## config.mk

```make
export PLATFORM = sky130hd
export DESIGN_NAME = pin_bank_ctl
export DESIGN_NICKNAME = d
export VERILOG_FILES = /design/src/rtl/pin_bank_pkg.sv /design/src/rtl/pin_bank_mask_reg.sv /design/src/rtl/pin_bank_in_sync.sv /design/src/rtl/pin_bank_pad_drive.sv /design/src/rtl/pin_bank_ctl.sv
export SDC_FILE = /design/constraint.sdc
export NUM_CORES = 1
export LEC_CHECK = 0
export BUFFER_PORTS_ARGS = -buffer_cell sky130_fd_sc_hd__buf_2
export CORE_MARGIN = 5
export CORE_UTILIZATION = 30
export CTS_CLUSTER_SIZE = 24
export DETAILED_ROUTE_END_ITERATION = 6
export GPL_TIMING_DRIVEN = 0
export SYNTH_ARGS = -nofsm -noshare
export SYNTH_HDL_FRONTEND = slang
export SYNTH_SLANG_ARGS = --single-unit
```

## constraint.sdc

```tcl
create_clock -name clk -period 2.3 [get_ports clk]
set_input_delay 0.23 -clock clk [delete_from_list [all_inputs] [get_ports clk]]
set_output_delay 0.23 -clock clk [all_outputs]
set_load 0.05 [all_outputs]
```

## src/rtl/pin_bank_pkg.sv

```systemverilog
// Package: shared constants and the register-group encoding for the pin bank.
// Assumes byte addressing with 32-bit words and sixteen pins per word.
package pin_bank_pkg;
    localparam int HALF_W    = 16;  // pin bits per word; the mask sits this far above
    localparam int MAX_WORDS = 8;   // word index is three address bits
    localparam int GRP_COUNT = 8;

    typedef enum logic [2:0] {
        GRP_OWNER = 3'd0,
        GRP_OE    = 3'd1,
        GRP_OUT   = 3'd2,
        GRP_IN    = 3'd3,
        GRP_IINV  = 3'd4,
        GRP_OINV  = 3'd5,
        GRP_OD    = 3'd6,
        GRP_FSEL  = 3'd7
    } grp_e;
endpackage

```

## src/rtl/pin_bank_mask_reg.sv

```systemverilog
// Module: one control group of pin bits written through the mask-half scheme.
// Assumes wr_en is already qualified by group decode; word index picks the
// sixteen-pin slice; every stored bit resets to zero.
module pin_bank_mask_reg
    import pin_bank_pkg::*;
#(
    parameter int NUM_PINS = 32
) (
    input  logic                clk,
    input  logic                rst_n,
    input  logic                wr_en,
    input  logic [2:0]          wr_word,
    input  logic [31:0]         wdata,
    output logic [NUM_PINS-1:0] q
);
    for (genvar i = 0; i < NUM_PINS; i++) begin : g_bit
        localparam int          BIT_POS  = i % HALF_W;
        localparam logic [2:0]  BIT_WORD = 3'(i / HALF_W);

        // Update this pin bit only when its word is hit and its mask bit is set.
        always_ff @(posedge clk) begin
            if (!rst_n) begin
                q[i] <= 1'b0;
            end else if (wr_en && wr_word == BIT_WORD && wdata[BIT_POS + HALF_W]) begin
                q[i] <= wdata[BIT_POS];
            end
        end
    end
endmodule

```

## src/rtl/pin_bank_in_sync.sv

```systemverilog
// Module: two-flop synchronizer for the pad inputs, followed by the input flip.
// Assumes pad_in is asynchronous; the flip bits act after the second flop.
module pin_bank_in_sync #(
    parameter int NUM_PINS = 32
) (
    input  logic                clk,
    input  logic                rst_n,
    input  logic [NUM_PINS-1:0] pad_in,
    input  logic [NUM_PINS-1:0] flip,
    output logic [NUM_PINS-1:0] level
);
    logic [NUM_PINS-1:0] meta_q;
    logic [NUM_PINS-1:0] sync_q;

    // Two register stages to settle asynchronous pad levels.
    always_ff @(posedge clk) begin
        if (!rst_n) begin
            meta_q <= '0;
            sync_q <= '0;
        end else begin
            meta_q <= pad_in;
            sync_q <= meta_q;
        end
    end

    // Apply the per-pin input polarity.
    always_comb begin
        level = sync_q ^ flip;
    end
endmodule

```

## src/rtl/pin_bank_pad_drive.sv

```systemverilog
// Module: per-pin source selection, output flip and open-drain rule.
// Assumes all control inputs come from registers; the path is combinational.
module pin_bank_pad_drive #(
    parameter int NUM_PINS = 32
) (
    input  logic [NUM_PINS-1:0] fsel,
    input  logic [NUM_PINS-1:0] owner,
    input  logic [NUM_PINS-1:0] cpu_oe,
    input  logic [NUM_PINS-1:0] cpu_do,
    input  logic [NUM_PINS-1:0] iop_oe,
    input  logic [NUM_PINS-1:0] iop_do,
    input  logic [NUM_PINS-1:0] mux_oe,
    input  logic [NUM_PINS-1:0] mux_do,
    input  logic [NUM_PINS-1:0] oflip,
    input  logic [NUM_PINS-1:0] odrain,
    output logic [NUM_PINS-1:0] pad_oe,
    output logic [NUM_PINS-1:0] pad_do
);
    for (genvar i = 0; i < NUM_PINS; i++) begin : g_pin
        logic src_oe;
        logic src_do;
        logic drv_d;

        // Pick the owner of the pin: peripheral mux, I/O processor or CPU.
        always_comb begin
            if (!fsel[i]) begin
                src_oe = mux_oe[i];
                src_do = mux_do[i];
            end else if (!owner[i]) begin
                src_oe = iop_oe[i];
                src_do = iop_do[i];
            end else begin
                src_oe = cpu_oe[i];
                src_do = cpu_do[i];
            end
        end

        // Flip the data, then release the pad for a high level under open-drain.
        always_comb begin
            drv_d     = src_do ^ oflip[i];
            pad_oe[i] = src_oe & ~(odrain[i] & drv_d);
            pad_do[i] = drv_d & ~odrain[i];
        end
    end
endmodule

```

## src/rtl/pin_bank_ctl.sv

```systemverilog
// Module: top of the pin bank controller with register port, control groups,
// input synchronizer and pad drivers.
// Assumes one access per bus_sel cycle; read data appears one cycle later.
module pin_bank_ctl
    import pin_bank_pkg::*;
#(
    parameter int NUM_PINS = 32
) (
    input  logic                clk,
    input  logic                rst_n,
    input  logic                bus_sel,
    input  logic                bus_wr,
    input  logic [7:0]          bus_addr,
    input  logic [31:0]         bus_wdata,
    output logic [31:0]         bus_rdata,
    input  logic [NUM_PINS-1:0] mux_oe,
    input  logic [NUM_PINS-1:0] mux_do,
    input  logic [NUM_PINS-1:0] iop_oe,
    input  logic [NUM_PINS-1:0] iop_do,
    input  logic [NUM_PINS-1:0] pad_in,
    output logic [NUM_PINS-1:0] pad_oe,
    output logic [NUM_PINS-1:0] pad_do,
    output logic [NUM_PINS-1:0] pin_in
);
    localparam int PAD_W = MAX_WORDS * HALF_W;

    logic [GRP_COUNT-1:0][NUM_PINS-1:0] ctl;
    logic [NUM_PINS-1:0] q_own, q_oe, q_out, q_iinv, q_oinv, q_od, q_fsel;
    logic                acc_ok;
    grp_e                acc_grp;
    logic [2:0]          acc_word;
    logic [PAD_W-1:0]    rd_vec;

    // Decode the access: aligned only, group and word from the address.
    always_comb begin
        acc_ok   = bus_sel && (bus_addr[1:0] == 2'b00);
        acc_grp  = grp_e'(bus_addr[7:5]);
        acc_word = bus_addr[4:2];
    end

    for (genvar g = 0; g < GRP_COUNT; g++) begin : g_grp
        if (g == int'(GRP_IN)) begin : g_input
            assign ctl[g] = pin_in;
        end else begin : g_ctl
            pin_bank_mask_reg #(.NUM_PINS(NUM_PINS)) i_reg (
                .clk     (clk),
                .rst_n   (rst_n),
                .wr_en   (acc_ok && bus_wr && acc_grp == grp_e'(g)),
                .wr_word (acc_word),
                .wdata   (bus_wdata),
                .q       (ctl[g])
            );
        end
    end

    assign q_own  = ctl[GRP_OWNER];
    assign q_oe   = ctl[GRP_OE];
    assign q_out  = ctl[GRP_OUT];
    assign q_iinv = ctl[GRP_IINV];
    assign q_oinv = ctl[GRP_OINV];
    assign q_od   = ctl[GRP_OD];
    assign q_fsel = ctl[GRP_FSEL];

    pin_bank_in_sync #(.NUM_PINS(NUM_PINS)) i_sync (
        .clk    (clk),
        .rst_n  (rst_n),
        .pad_in (pad_in),
        .flip   (q_iinv),
        .level  (pin_in)
    );

    pin_bank_pad_drive #(.NUM_PINS(NUM_PINS)) i_drive (
        .fsel   (q_fsel),
        .owner  (q_own),
        .cpu_oe (q_oe),
        .cpu_do (q_out),
        .iop_oe (iop_oe),
        .iop_do (iop_do),
        .mux_oe (mux_oe),
        .mux_do (mux_do),
        .oflip  (q_oinv),
        .odrain (q_od),
        .pad_oe (pad_oe),
        .pad_do (pad_do)
    );

    // Widen the addressed group to the full word range; missing pins read zero.
    always_comb begin
        rd_vec                 = '0;
        rd_vec[NUM_PINS-1:0]   = ctl[acc_grp];
    end

    // Register the read word with a zero mask half.
    always_ff @(posedge clk) begin
        if (!rst_n) begin
            bus_rdata <= '0;
        end else if (acc_ok && !bus_wr) begin
            bus_rdata <= {16'h0000, rd_vec[acc_word*HALF_W +: HALF_W]};
        end
    end
endmodule

```

==> flow_summary.yaml <==
die:
  ios: 332
  die_area_um2: 57400
  design.core.area_um2: 52400
  fp.dieW_um: 240
  die_y_um: 240
  start_util_pct: 30.2
  rows: 84
placement:
  io_buffers: 312
  place_hpwl_um: 56200
  place_congestion: 0.915
  dp.cells: 2756
clock_tree:
  clkTransAtPathRegs_ns: 0.06
  clockBufferDepth: 3
  cts_buffers: 36
  htree_levels: 2
  cts_num_sinks: 304
  cts_tree: "yes"
  clk_latency_ns: 0.53
  root_buffer: "clkbuf_16"
detailed_routing:
  highest_layer: "met5"
  vias: 15911
  wl_met2_um: 34800
  drt-wirelength-per-cell_um: 27.1
  drt-pass1-iter-count: 7
  drt-vias-per-instance: 5.58
  first_iter_violations: 2034
  wl_um: 77300
  postRouteAntennaNets: 0
  wl_met3_um: 8410
  drc: 1
  met1_length_um: 30200
sta:
  hold_violations: 0
  fin_skew_ns: 0.0144
  tightestPinTransition_ns: 1.37
  setup_tns_ns: -0.0757
  finalSetupViolCount: 3
  finalCritPeriodShare_pct: 103
  rsz0062_at_grt: "yes"
  fin_crit_ns: 2.36
  fmax_ghz: 0.423
  maxSlewHeadroom_pct: 8.59
  worst_slack_ns: -0.0631
  drv_slew: 0
synth:
  ys_seq_area_share_pct: 38.5
  yosys_register_bits: 304
  netlist.area_leader.share_pct: 38.5
  yosysTopAreaCell: "dfxtp_1"
  syn_area_per_cell_um2: 9.09
  syn-cell-area_um2: 15800
  ys_types: 39
  synthCells: 1741
  synth_area_leaders: "dfxtp_1 38%, mux2i_1 22%, nand2_1 6.1%"
  yosysWarnings: 0
final_layout:
  drive_above_1_share_pct: 21.8
  areaGrowthSynthToFinish_pct: 26.2
  finalNonFillerCells: 2853
  nets: 2344
critical_path:
  startpoint_type: "primary input"
  cp_data_required_time_ns: 2.66
  criticalPathCategory: "primary input to flip-flop"
  worstPathArrival_ns: 2.72
  crit_fanout: 10
  regToRegSetupSlack_ns: 0.63
  end_kind: "flip-flop"
flow_run:
  max-cap-violations: 0
global_route:
  antenna_found_initial: 3
  grt-ovfl-total: 0
  grt_max_degree: 13
  grt_pass1_wl_um: 107000
  grt_pass1_vias: 15634
  gr-usage-all-layers_pct: 25.4
status:
  status: "finished with violations"
  violations: "DRC, setup timing"
power_and_ir_drop:
  clkPwrFrac_pct: 44.8
  p_seq_share_pct: 42.1
  peakVddDrop_uv: 572
  power_density_nw_per_um2: 635
  switching_share_pct: 28.0
  comb_power_share_pct: 13.1
  p_int_mw: 9.13
  p_switching_mw: 3.54
  p_leak_nw: 8.98
min_path:
  min_path_type: "primary input to flip-flop"
## stage by stage
| stage | cell area (um^2) | utilization [%] | hold slack [ns] | power, mW | setup slack (ns) |
|---|---|---|---|---|---|
| after floorplan | 15900 | - | 0.357 | 6.36 | 0.0254 |
| after CTS | 19800 | 37.8 | 0.00380 | 12.6 | -0.0744 |
| final | 20000 | 38.0 | 0.0230 | 12.7 | -0.0631 |
| after global routing | 20000 | 38.0 | 0.0314 | 13.0 | -0.0194 |
| after detailed placement | 18300 | 34.9 | 0.417 | 7.01 | -0.803 |
| after global placement | 18300 | 34.9 | 0.415 | 7.00 | -0.738 |
## cell families after synthesis
kind of cell | synth area share, %
AND/OR/NAND/NOR | 18.6
multiplexers | 24.6
flip-flops | 38.5
AO/OA/AOI/OAI | 10.1
buffers and inverters | 4.70
XOR/XNOR | 3.54
other | 0.0237
## path summary, 6_finish.rpt
check                             startpoint                         end  cells past startpoint
setup reg to reg  g_grp[7].g_ctl.i_reg.q[27]               bus_rdata[11]                      3
hold / removal                 bus_wdata[29]  g_grp[7].g_ctl.i_reg.q[29]                      3
setup / recovery                 bus_addr[2]               bus_rdata[11]                      7
hold reg to reg            i_sync.meta_q[11]           i_sync.sync_q[11]                      1
## cell usage in the layout, fill, tap and decap left out, drive strengths merged, types with 2 or more instances in the layout
cell type	netlist	layout
mux2i	352	352
o22a	16	16
inv	2	4
o22ai	32	32
dfxtp	304	304
or4b	3	3
nand3	192	192
a21oi	32	32
dlygate4sd3	0	32
o221ai	16	16
a221oi	32	32
o31ai	32	32
buf	45	348
o211ai	32	32
nor2b	32	32
mux4	16	16
xor2	64	64
clkinv	0	6
clkbuf	121	181
clkdlybuf4s15	0	2
diode	0	2
or4	2	2
conb	1	16
and2	65	65
nand2	257	257
nor2	65	65
a211oi	16	16
nor4	3	3
bufinv	0	2
## worst max-delay path, stage by stage
cell,delay (ns)
clkbuf_1,0.40
nand4bb_1,0.20
clkbuf_1,0.56
clkbuf_2,0.58
o22ai_1,0.18
a211oi_1,0.43
o221ai_2,0.14
## layout make-up
type,instances,area [um^2]
Tap cell,688,861
Buffer,166,771
Sequential cell,304,6110
Inverter,2,7.51
Timing Repair Buffer,346,1980
Multi-Input combinational cell,1284,9090
Antenna cell,2,5.00
Fill cell,5272,32500
Clock inverter,10,108
Clock buffer,51,1030
## synth_stat cells (all sizes together)
cell type  number
mux2i         352
dfxtp         304
nand2         257
nand3         192
clkbuf        121
and2           65
nor2           65
xor2           64
buf            45
a21oi          32
a221oi         32
nor2b          32
o211ai         32
o22ai          32
o31ai          32
a211oi         16
mux4           16
o221ai         16
o22a           16
nor4            3
or4b            3
inv             2
or4             2
and3b           1
conb            1
nand2b          1
nand4bb         1
nor3            1
nor3b           1
o21a            1
or2             1
or3             1
or3b            1
## power groups by stage
| stage | registers [mW] | logic [mW] | clock network [mW] |
|---|---|---|---|
| floorplan | 5.45 | 0.912 | 0 |
| global placement | 5.46 | 1.54 | 0 |
| detailed placement | 5.46 | 1.55 | 0 |
| CTS | 5.34 | 1.61 | 5.67 |
| global route | 5.34 | 1.72 | 5.89 |
| finish | 5.34 | 1.66 | 5.67 |
## timing repair
action | CTS | global route
hold buffers | 32 | 0
pin swaps | 0 | 3
gates resized for setup | 21 | 84
endpoints found under the setup margin | 33 | 103
hold endpoints to repair | 32 | 0
setup buffers | 0 | 2
## registers in the layout, indices dropped and copies added, names as in the netlist
register             cells
bus_rdata               16
g_grp.g_ctl.i_reg.q    224
i_sync.meta_q           32
i_sync.sync_q           32
## per-layer routing
metal  up-vias  track usage, %
met3       266            6.94
met4         2            11.2
met1      7620            31.8
li1       6970               -
met2      1053            41.2
met5         -               0
No activity file was read; power rests on OpenSTA's default activity.
